<file path="src/rtl/upw_pkg.sv">
package upw_pkg;

    typedef enum logic [1:0] {
        SEL_WORD    = 2'd0,
        SEL_INVERT  = 2'd1,
        SEL_SAMPLED = 2'd2,
        SEL_ALIAS   = 2'd3
    } sel_t;

    typedef struct packed {
        logic a_bit;
        logic b_bit;
    } word_bits_t;

    function automatic logic pick_output(input sel_t sel, input word_bits_t wb);
        case (sel)
            SEL_INVERT:  return ~wb.a_bit;
            SEL_SAMPLED: return wb.a_bit & wb.b_bit;
            default:     return wb.a_bit;
        endcase
    endfunction

endpackage

</file>
<file path="src/rtl/upw_word_gen.sv">
module upw_word_gen #(
    parameter int MAXLEN = 32,
    localparam int LW = $clog2(MAXLEN + 1),
    localparam int IW = (MAXLEN > 1) ? $clog2(MAXLEN) : 1,
    localparam int PW = LW + 1
) (
    input  logic              clk,
    input  logic              rst,
    input  logic              adv,
    input  logic [MAXLEN-1:0] head,
    input  logic [LW-1:0]     head_len,
    input  logic [MAXLEN-1:0] body,
    input  logic [LW-1:0]     body_len,
    output logic              cur_bit,
    output logic [PW-1:0]     pos
);

    logic [PW-1:0] total;
    logic [PW-1:0] hl_ext;
    logic [PW-1:0] off;
    logic [PW-1:0] nxt;
    logic          in_head;

    assign hl_ext  = {1'b0, head_len};
    assign total   = hl_ext + {1'b0, body_len};
    assign in_head = pos < hl_ext;
    assign off     = pos - hl_ext;
    assign nxt     = pos + 1'b1;

    always_comb begin
        if (in_head) cur_bit = head[IW'(pos)];
        else         cur_bit = body[IW'(off)];
    end

    always_ff @(posedge clk) begin
        if (rst)
            pos <= '0;
        else if (adv)
            pos <= (nxt >= total) ? hl_ext : nxt;
    end

    // reset puts the word at instant 0
    a_r1_reset_pos: assert property (@(posedge clk) rst |=> pos == '0);

    // no advance without a step
    a_r3_hold_pos: assert property (@(posedge clk) disable iff (rst)
        !adv |=> $stable(pos));

    // leaving the last body position lands on the first body position
    a_r2_wrap: assert property (@(posedge clk) disable iff (rst)
        (adv && (nxt >= total)) |=> pos == $past(hl_ext));

endmodule

</file>
<file path="src/rtl/upw_ones_count.sv">
module upw_ones_count #(
    parameter int CNTW = 16
) (
    input  logic            clk,
    input  logic            rst,
    input  logic            en,
    input  logic            bit_in,
    output logic [CNTW-1:0] cnt
);

    always_ff @(posedge clk) begin
        if (rst)
            cnt <= '0;
        else if (en && bit_in)
            cnt <= cnt + 1'b1;
    end

endmodule

</file>
<file path="src/rtl/upw_clock_gen.sv">
module upw_clock_gen #(
    parameter int MAXLEN = 32,
    parameter int CNTW   = 16,
    localparam int LW = $clog2(MAXLEN + 1),
    localparam int PW = LW + 1
) (
    input  logic              clk,
    input  logic              rst,
    input  logic              step,
    input  logic [1:0]        mode,
    input  logic [MAXLEN-1:0] a_head,
    input  logic [LW-1:0]     a_head_len,
    input  logic [MAXLEN-1:0] a_body,
    input  logic [LW-1:0]     a_body_len,
    input  logic [MAXLEN-1:0] b_head,
    input  logic [LW-1:0]     b_head_len,
    input  logic [MAXLEN-1:0] b_body,
    input  logic [LW-1:0]     b_body_len,
    output logic              clk_bit,
    output logic [CNTW-1:0]   ones_cnt
);
    import upw_pkg::*;

    word_bits_t    wb;
    logic [PW-1:0] a_pos;
    logic [PW-1:0] b_pos;
    logic          b_adv;
    sel_t          sel;

    assign sel   = sel_t'(mode);
    assign b_adv = step & wb.a_bit;

    upw_word_gen #(.MAXLEN(MAXLEN)) u_word_a (
        .clk(clk), .rst(rst), .adv(step),
        .head(a_head), .head_len(a_head_len),
        .body(a_body), .body_len(a_body_len),
        .cur_bit(wb.a_bit), .pos(a_pos)
    );

    upw_word_gen #(.MAXLEN(MAXLEN)) u_word_b (
        .clk(clk), .rst(rst), .adv(b_adv),
        .head(b_head), .head_len(b_head_len),
        .body(b_body), .body_len(b_body_len),
        .cur_bit(wb.b_bit), .pos(b_pos)
    );

    assign clk_bit = pick_output(sel, wb);

    upw_ones_count #(.CNTW(CNTW)) u_count (
        .clk(clk), .rst(rst), .en(step),
        .bit_in(clk_bit), .cnt(ones_cnt)
    );

    // counter cleared by reset
    a_r1_reset_cnt: assert property (@(posedge clk) rst |=> ones_cnt == '0);

    // each stepped instant adds the output bit
    a_r8_count_step: assert property (@(posedge clk) disable iff (rst)
        step |=> ones_cnt == CNTW'($past(ones_cnt) + CNTW'($past(clk_bit))));

    // idle cycles hold the count and both positions
    a_r3_idle_hold: assert property (@(posedge clk) disable iff (rst)
        !step |=> ($stable(ones_cnt) && $stable(a_pos) && $stable(b_pos)));

    // B stalls on a zero of A
    a_r6_b_stall: assert property (@(posedge clk) disable iff (rst)
        (step && !wb.a_bit) |=> $stable(b_pos));

    // sampled output is zero whenever A is zero
    a_r6_sampled_zero: assert property (@(posedge clk) disable iff (rst)
        (sel == SEL_SAMPLED && !wb.a_bit) |-> !clk_bit);

    // inverted output never equals A
    a_r5_invert: assert property (@(posedge clk) disable iff (rst)
        (sel == SEL_INVERT) |-> (clk_bit != wb.a_bit));

endmodule

</file>
<file path="config.mk">
export PLATFORM = sky130hd
export DESIGN_NAME = upw_clock_gen
export DESIGN_NICKNAME = d
export VERILOG_FILES = /design/src/rtl/upw_pkg.sv /design/src/rtl/upw_word_gen.sv /design/src/rtl/upw_ones_count.sv /design/src/rtl/upw_clock_gen.sv
export SDC_FILE = /design/constraint.sdc
export NUM_CORES = 1
export LEC_CHECK = 0
export ABC_AREA = 1
export BUFFER_PORTS_ARGS = -buffer_cell sky130_fd_sc_hd__buf_2
export CORE_ASPECT_RATIO = 2
export CORE_MARGIN = 3
export CORE_UTILIZATION = 50
export DETAILED_ROUTE_END_ITERATION = 7
export PLACE_DENSITY = 0.84
export SLEW_MARGIN = 40
export SYNTH_ARGS = -nofsm -noshare
export SYNTH_HDL_FRONTEND = slang
export SYNTH_SLANG_ARGS = --single-unit
</file>
<file path="constraint.sdc">
create_clock -name clk -period 5.3 [get_ports clk]
set_clock_uncertainty 0.05 [all_clocks]
set_input_delay 0.265 -clock clk [delete_from_list [all_inputs] [get_ports clk]]
set_output_delay 0.265 -clock clk [all_outputs]
set_load 0.005 [all_outputs]
</file>
* Yosys cells after proc, flatten, opt, wreduce, memory -nomap -nowiden
Cells that the tools add are included.
** Storage, ports and cells
- Bits in registers :: 30
- Logic and storage cells :: 37
** Operators by class
- $add $sub $neg :: 7
- Reductions and logical operators :: 1
- Equality and inequality tests :: 2
- Mux-type cells :: 13
- Order comparisons :: 8
- Bitwise operators :: 3
** Operators with widths (count)
- less-than comparator 5 x 6 -> 1 bit (second input constant) :: 4
- binary-select mux 1 bit (select 5 bit) :: 4
- adder 16 x 1 -> 16 bit (second input constant) :: 1
- adder 6 x 6 -> 7 bit :: 2
- adder 7 x 1 -> 7 bit (second input constant) :: 2
- greater-or-equal comparator 7 bit :: 2
- less-than comparator 7 x 6 -> 1 bit :: 2
- two-way mux 7 bit :: 2
- subtractor 5 bit :: 2
- two-way mux 1 bit :: 6
- bitwise AND 1 bit :: 2
- equality test 2 x 1 -> 1 bit (second input constant) :: 1
- equality test 2 bit (second input constant) :: 1
- one-hot mux 1 bit (2 select lines) :: 1
- logical AND 1 bit :: 1
- inverter 1 bit :: 1

* Logic depth before layout (Yosys ltp)
Gate-level depths: netlist of run 1.
- Depth after elaboration :: 7
- Gate-level depth with buffers :: 25
- Depth with buffers taken out :: 21

* Hierarchy
From an unflattened synthesis of run 1, not the netlist that was laid out.
** Unflattened totals
- Cell total of the unflattened synthesis :: 769
- Area, all modules :: 4428.0 µm²
** By module, submodules not included
- upw_word_gen :: instances 2, area each 1784.2 µm², cells each 324, sequential area each 140.1 µm²
- upw_ones_count :: instances 1, area each 788.3 µm², cells each 107, sequential area each 320.3 µm²
- upw_clock_gen :: instances 1, area each 71.3 µm², cells each 14, sequential area each 0.0 µm²

* Worst setup path after synthesis of run 1
Ideal clock, no wire load.
- Path kind :: reg2out
- From :: register u_word_b.pos[0]
- To :: output port clk_bit
- Data arrival time :: 2578 ps
- Path slack :: 2407 ps
- Cell stages (with the launch flop) :: 20
- Buffers on the path :: 4
- Cell sequence :: dfxtp_1 -> buf_2 -> inv_4 -> buf_4 -> ha_1 -> inv_1 -> fa_1 -> buf_2 -> inv_1 -> nand3_1 -> nand2_1 -> nand2_1 -> nand3_1 -> nand3_1 -> nand2_1 -> nand2_1 -> nand3_2 -> nand2_4 -> buf_4 -> and2_1
** Between the ends
- Word-level cells in the longest chain between the ends :: 6
** Ends and longest elaborated chain
- start: declaration :: line upw_word_gen.sv:15 : output logic [PW-1:0] pos
- start signal: assignment :: line upw_word_gen.sv:39 : pos <= (nxt >= total) ? hl_ext : nxt;
- subtractor 5 bit :: line upw_word_gen.sv:27 : assign off = pos - hl_ext;
- binary-select mux 1 bit (select 5 bit) :: line upw_word_gen.sv:32 : else cur_bit = body[IW'(off)];
- two-way mux 1 bit (not written as such) :: line upw_word_gen.sv:32
- two-way mux 1 bit (*) :: line upw_word_gen.sv:31 : if (in_head) cur_bit = head[IW'(pos)];
- bitwise AND 1 bit (*) :: line upw_pkg.sv:18 : SEL_SAMPLED: return wb.a_bit & wb.b_bit;
- one-hot mux 1 bit (2 select lines) (*) :: line upw_pkg.sv:16 : case (sel)
- end: declaration :: line upw_clock_gen.sv:19 : output logic clk_bit,
Every way passes the cells marked *; elsewhere a longest branch is shown, timed or not. The select of a mux whose other input is x is not followed.

* Worst setup path in the final report of run 1
Same ends and word-level chain as after synthesis.

==> results of run 1 <==
## layout by cell type (no fill, tap or decap), types with 3 or more instances in the layout
master     netlist  layout
nor2_1          22      22
nand2_1        227     227
xor2_1          17      17
inv_4            3       3
fa_1             4       4
inv_2            3       3
nor3_1          10      10
inv_1           79      79
buf_2            9     173
a21oi_2          9       9
dfxtp_1         30      30
clkbuf_16        0       5
and2_1           3       3
nand4_1         20      20
o21ai_0         25      25
xnor2_1         11      11
nand3_1        133     133
a21oi_1         42      42
nand2_2         11      11
ha_1            43      43
## worst max path at each step
stage	startpoint	to	slack (ps)	depth (start not counted)
2_1_floorplan	u_word_b.pos[0]$_SDFFE_PP0P_	clk_bit	2410	19
3_3_place_gp	u_word_b.pos[0]$_SDFFE_PP0P_	u_count.cnt[1]$_SDFFE_PP0P_	1880	16
3_5_place_dp	u_word_b.pos[0]$_SDFFE_PP0P_	u_count.cnt[0]$_SDFFE_PP0P_	1860	17
4_1_cts	u_word_b.pos[0]$_SDFFE_PP0P_	clk_bit	1590	16
5_1_grt	u_word_b.pos[0]$_SDFFE_PP0P_	clk_bit	1220	16
6_report	u_word_b.pos[0]$_SDFFE_PP0P_	clk_bit	1610	16
## sequential cells by signal, indices dropped and copies added (netlist names)
signal,count
u_word_b.pos,7
u_word_a.pos,7
u_count.cnt,16
## where the power goes
group / leakage [nW] / switching (mW) / internal (mW) / total (mW)
Sequential: 0.244 / 0.0472 / 0.246 / 0.293
Clock: 0.0694 / 0.0941 / 0.169 / 0.263
Combinational: 2.57 / 0.506 / 0.310 / 0.815
Total: 2.88 / 0.647 / 0.724 / 1.37
## Yosys cell counts (3+ instances only)
cell type,number,area share
xnor2_1,11,0.022
o21ai_0,25,0.028
nand2_1,227,0.19
ha_1,43,0.12
buf_6,5,0.013
buf_4,7,0.012
dfxtp_1,30,0.14
xor2_1,17,0.033
inv_1,79,0.067
buf_2,9,0.010
and2_1,3,0.0042
clkbuf_1,7,0.0059
nand3_1,133,0.15
nand4_1,20,0.028
fa_1,4,0.018
inv_2,3,0.0025
nor2_1,22,0.019
a21oi_1,42,0.047
inv_4,3,0.0042
nand2_2,11,0.015
nor3_1,10,0.011
a21oi_2,9,0.018
## metrics by stage
step	worst slack, ps	instances	power [mW]	util
final	1607	991	1.371	0.6223
after global routing	1217	991	1.511	0.6223
after CTS	1586	991	1.380	0.6223
after detailed placement	1859	984	1.113	0.6066
after global placement	1882	984	1.099	0.6066
after floorplan	2407	739	0.9408	-
## kinds of logic after synthesis
logic type      after synthesis
simple gates                436
buf+inv                     115
compound gates               81
fa+ha+maj                    47
xor+xnor                     30
flops                        30
## cell type report
class                      instances  share of cell area
clock buffer                       5             0.02325
clock inverter                     2            0.001860
inverter                          86             0.06138
multi-input combinational        594              0.6164
sequential                        30              0.1116
tap                              100             0.02325
timing repair buffer             174              0.1623
## worst max-delay path, stage by stage, from the launching register on
cell and delay (ps):
dfxtp_1 750, inv_4 200, ha_1 230, inv_1 80
fa_1 530, inv_1 250, nand3_1 110, nand2_1 80
nand2_1 50, nand3_1 70, nand3_1 70, nand2_1 70
nand2_1 60, nand3_2 70, nand2_4 150, and2_1 180
buf_2 130
## routing by layer
metal  track usage  wire length [µm]  share of wire  vias up
met5             0                 0              0        -
met4        0.1235               606          0.046        0
met3       0.03181               670          0.051       45
met2        0.5257              7656           0.58      161
met1        0.2140              4163           0.32     2313
li1              -                 -              -     2735
==> out/metrics.cfg, run 1 <==
[sta]
period_needed_ps=3693
max_freq_mhz=270.8
worst_pin_slew_ps=677.6
hold_ws_ps=347.1
relSlewSlack=0.5477
maxSlewViolCount=0
setup_viol=0
rsz0062_at_grt=no
timing.final.crit_share=0.6967
finalSetupTns_ps=0
final-hold-violation-count=0

[route]
first_pass_iters=4
drt_iter0_markers=154
drc=0
routed_wl_um=13100
wl_per_cell_um=13.21
vias=5254
via_per_inst=5.302
antenna_left=0

[yosys]
synth-seq-cells=30
syn_avg_cell_area_um2=6.019
ys.flop_type=dfxtp_1
synthesis.area_mm2=0.004448
yosys_warnings=0
synthSimpleGateAreaFrac=0.4408
synth_fp_nets=943
synth_mux_area_frac=0
synth-edff-count=0
synth_compound_area_frac=0.1035
synthAdderAreaFrac=0.1390
synthArstFlopShare=0
synth_cell_types=35
ys_seq_area_frac=0.1350
synth_top_family_by_area=simple AND/OR/NAND/NOR gates
synthCells=739
synth_xor_xnor_area_share=0.06245

[floorplan]
die_h_um=139.4
initial_utilization=0.5143
die_w_um=72.70
pin_count=174
core_mm2=0.008648
rows=48
die_area_mm2=0.01013

[finish]
n_antenna_cell=0
nFillCells=887
nNetsFinal=1095
finalInstanceArea_mm2=0.005381
ff_latch_area_um2=600.6
multi_input_area_mm2=0.003317
syn_to_final_growth_pct=20.98
layout-drive-gt1-share=0.2435

[placed_design]
post_dp_cell_area_mm2=0.005246
io_buffers=173
hpwl_um=11080
place_congestion=0.8940

[hold_path]
hold_depth=5
min_delay_worst_endpoint=u_word_a.pos[0]$_SDFFE_PP0P_
min_from=a_head_len[0]
worstHoldPathType=primary input to flip-flop

[clock_network]
cts_hold_buffers=0
cts_buffers=5
cts_resized=0
cts_setup_buffers=0
cts_tree=built
path_clk_slew_ps=50
cts_root_buffer=clkbuf_16
cts.sinks=30
htreeDepth=2
cts_buffer_depth=2
clk_latency_ps=270

[global_routing]
grt_pass1_vias=5029
grtUsageTotal=0.2527
grt_antenna_before_repair=0
grt_first_pass_wirelength_um=20940
overflow=0
grt_max_degree=23

[setup_path]
cp.arrival_ps=3380
crit_type=flip-flop to primary output
ff2ff_setup_slack_ps=1870
required_ps=4990
startpoint_type=flip-flop
r2r_start=u_word_b.pos[0]$_SDFFE_PP0P_
worstSetupEndpointType=primary output
path_max_fanout=21
r2r-end=u_count.cnt[1]$_SDFFE_PP0P_
worstRegToRegCells=16

[power]
leakagePower_nw=2.881
p_per_area_mw_per_mm2=254.8
vdd_drop_max_mv=0.1685

[status]
status=finished, final reports clean

[run]
drv_cap=0

(Power assumes the default switching activity.)
==> run 2, diff against run 1 <==
Settings changed: ABC_AREA 1 to 0, CORE_UTILIZATION 50 to 49.
Clock period 5.3 ns to 3.8 ns, I/O delays scaled along.
==> run 2 against run 1 <==
Against the previous run:
- critical endpoint is now u_count.cnt[13]$_SDFFE_PP0P_
- largest power group unchanged
- highest routed layer unchanged
- via count is 22% lower
- sequential power is 21% higher
- combinational power is 8.8% lower
- cell count is 30% lower
- count of clock-buffer cells in the layout is 2 higher
- largest cell class unchanged
- critical path depth is 3 lower
==> out/metrics.cfg, run 2 <==
[finish]
largestRegisters=u_count.cnt x16, u_word_a.pos x7, u_word_b.pos x7
syn_to_final_growth_pct=27.54
top_register=u_count.cnt
mostFrequentLayoutCell=buf_2
n_antenna_cell=0  ; unchanged
nNetsFinal=799  ; -27%
final_cell_mix=buf_2, ha_1, inv_1
finalInstanceArea_mm2=0.005087  ; -5.5%
layout-drive-gt1-share=0.4044  ; +0.1608
largest_reg_flops=16  ; unchanged

[hold_path]
worstHoldPathType=primary input to flip-flop
hold_depth=3  ; -2
min_delay_worst_endpoint=u_word_a.pos[0]$_SDFFE_PP0P_
min_from=a_head_len[0]

[setup_path]
r2r-end=u_count.cnt[13]$_SDFFE_PP0P_
path_max_fanout=8  ; -62%
ff2ff_setup_slack_ps=280  ; -1590 ps
r2r_start=u_word_a.pos[0]$_SDFFE_PP0P_
worstRegToRegCells=13  ; -3
startpoint_type=flip-flop
required_ps=3910  ; -1080 ps
worstSetupEndpointType=flip-flop
crit_type=flip-flop to flip-flop
cp.arrival_ps=3630  ; +250 ps

[clock_network]
cts_tree=built
cts_buffers=5  ; unchanged
cts_hold_buffers=0  ; unchanged
cts_root_buffer=clkbuf_16
clk_latency_ps=270  ; about the same
htreeDepth=2  ; unchanged
path_clk_slew_ps=50  ; about the same
cts_setup_buffers=0  ; unchanged
cts_resized=0  ; unchanged
cts.sinks=30  ; unchanged
cts_buffer_depth=2  ; unchanged

[sta]
maxSlewViolCount=0  ; unchanged
max_freq_mhz=284.3
setup_viol=0  ; unchanged
rsz0062_at_grt=no
final-hold-violation-count=0  ; unchanged
timing.final.crit_share=0.9256
worst_pin_slew_ps=762.9  ; +85.33 ps
period_needed_ps=3517
finalSetupTns_ps=0  ; unchanged
relSlewSlack=0.4914  ; -0.05627

[run]
drv_cap=0  ; unchanged

[yosys]
synth_common_cells=ha_1, inv_1, dfxtp_1, mux4_2
ys.flop_type=dfxtp_1
synthCells=430  ; -42%
synth_area_leaders=mux4_2, dfxtp_1, ha_1
synth-edff-count=0  ; unchanged
yosys_warnings=0  ; unchanged
synthesis.area_mm2=0.003989  ; -10%
synth_fp_nets=634  ; -33%
syn_avg_cell_area_um2=9.276  ; +54%
synth-seq-cells=30  ; unchanged
yosysTopAreaCellShare=0.1694  ; -0.02218
synth_most_common_cell=ha_1
yosysTopAreaCell=mux4_2
synthArstFlopShare=0  ; unchanged
ys_seq_area_frac=0.1506  ; +0.01554
synth_cell_types=57  ; +63%

[power]
leakagePower_nw=2.446  ; -15%
vdd_drop_max_mv=0.1722  ; +2.2%
p_per_area_mw_per_mm2=292.8  ; +15%

[route]
drt_iter0_markers=113  ; -27%
antenna_left=0  ; unchanged
vias=4074  ; -22%
via_per_inst=5.887  ; +11%
wl_per_cell_um=16.72  ; +27%
first_pass_iters=4  ; unchanged
routed_wl_um=11570  ; -12%
drc=0  ; unchanged

[floorplan]
initial_utilization=0.5022  ; -0.01212
die_h_um=133.6  ; -4.2%
core_mm2=0.007943  ; -8.2%
pin_count=174  ; unchanged
rows=46  ; -4.2%
die_area_mm2=0.009325  ; -8.0%
die_w_um=69.80  ; -4.0%

[global_routing]
grt_antenna_before_repair=0  ; unchanged
overflow=0  ; unchanged
grt_max_degree=47  ; +100%
grtUsageTotal=0.2400  ; -0.01264
grt_first_pass_wirelength_um=18410  ; -12%
grt_pass1_vias=4293  ; -15%

[status]
status=finished, final reports clean

[placed_design]
io_buffers=173  ; unchanged
hpwl_um=9902  ; -11%
place_congestion=0.9063  ; +1.4%
post_dp_cell_area_mm2=0.004940  ; -5.8%

-- run 2: cell types whose count changed after synthesis, moves of 14 or more --
| cell | previous run | this run |
|---|---|---|
| nand2_1 | 227 | 24 |
| nand3_1 | 133 | 15 |
| inv_1 | 79 | 31 |
| mux4_2 | 0 | 30 |
| mux2i_1 | 0 | 21 |
| o21ai_0 | 25 | 7 |
| a21o_1 | 0 | 17 |
| a21oi_1 | 42 | 26 |
| nand4_1 | 20 | 6 |
-- run 2: how the worst max path moves through the flow --
| stage | end | from | cells past startpoint | slack [ps] |
|---|---|---|---|---|
| detailed placement | u_count.cnt[13]$_SDFFE_PP0P_ | u_word_a.pos[0]$_SDFFE_PP0P_ | 13 | 310 |
| floorplan | u_count.cnt[13]$_SDFFE_PP0P_ | u_word_b.pos[0]$_SDFFE_PP0P_ | 14 | 240 |
| finish | u_count.cnt[13]$_SDFFE_PP0P_ | u_word_a.pos[0]$_SDFFE_PP0P_ | 13 | 280 |
| global placement | u_count.cnt[13]$_SDFFE_PP0P_ | u_word_a.pos[0]$_SDFFE_PP0P_ | 13 | 380 |
| CTS | u_count.cnt[13]$_SDFFE_PP0P_ | u_word_a.pos[0]$_SDFFE_PP0P_ | 13 | 270 |
| global route | u_word_b.pos[2]$_SDFFE_PP0P_ | u_word_a.pos[0]$_SDFFE_PP0P_ | 13 | 50 |
-- run 2: through the flow --
stage	power, mW	utilization	setup slack [ps]	instances	hold WS (ps)
2_1_floorplan	0.8933	-	242.8	430	303.6
3_3_place_gp	1.073	0.6219	383.8	684	464.3
3_5_place_dp	1.104	0.6219	307.3	684	482.0
4_1_cts	1.497	0.6405	268.8	692	187.7
5_1_grt	1.586	0.6405	47.66	692	193.3
6_report	1.490	0.6405	282.7	692	191.7
-- run 2: critical path: stages (launching register included) --
cell and delay (ps):
dfxtp_1 320, inv_1 80, ha_1 160, inv_1 50, fa_1 690, mux4_2 260
nand2_1 70, a211oi_1 250, o21bai_1 110, a31oi_2 400, o211ai_4 200, nor2_4 210
and4_4 260, mux2_4 290
-- run 2: power by group --
part	switching, mW	leakage (nW)	total, mW	internal [mW]
clock	0.133	0.0739	0.392	0.259
combinational	0.350	2.13	0.743	0.394
sequential	0.0241	0.243	0.354	0.330
total	0.507	2.45	1.49	0.983
-- run 2: cells by family after synthesis --
| kind of cell | count (synthesis) | synth area share |
|---|---|---|
| XOR/XNOR | 30 | 0.06587 |
| buffers and inverters | 54 | 0.05301 |
| AND/OR/NAND/NOR | 123 | 0.1728 |
| flip-flops | 30 | 0.1506 |
| adder cells (fa/ha/maj) | 47 | 0.1550 |
| multiplexers | 63 | 0.2569 |
| AO/OA/AOI/OAI | 83 | 0.1459 |
-- run 2: final cells by class --
class                           instances  area [µm²]
Fill cell                             668        2855
Tap cell                               96       120.1
Sequential cell                        30       600.6
Timing Repair Buffer                  181       925.9
Inverter                               31       116.4
Clock buffer                            7       142.6
Multi-Input combinational cell        346        3177
Clock inverter                          1       5.005
-- run 2: routing by layer --
layer | track usage | up-vias | wire (µm) | share of wire
li1 | - | 1931 | - | -
met1 | 0.1990 | 1908 | 3540 | 0.31
met2 | 0.5063 | 189 | 6769 | 0.59
met3 | 0.03550 | 46 | 701 | 0.061
met4 | 0.1279 | 0 | 558 | 0.048
met5 | 0 | - | 0 | 0
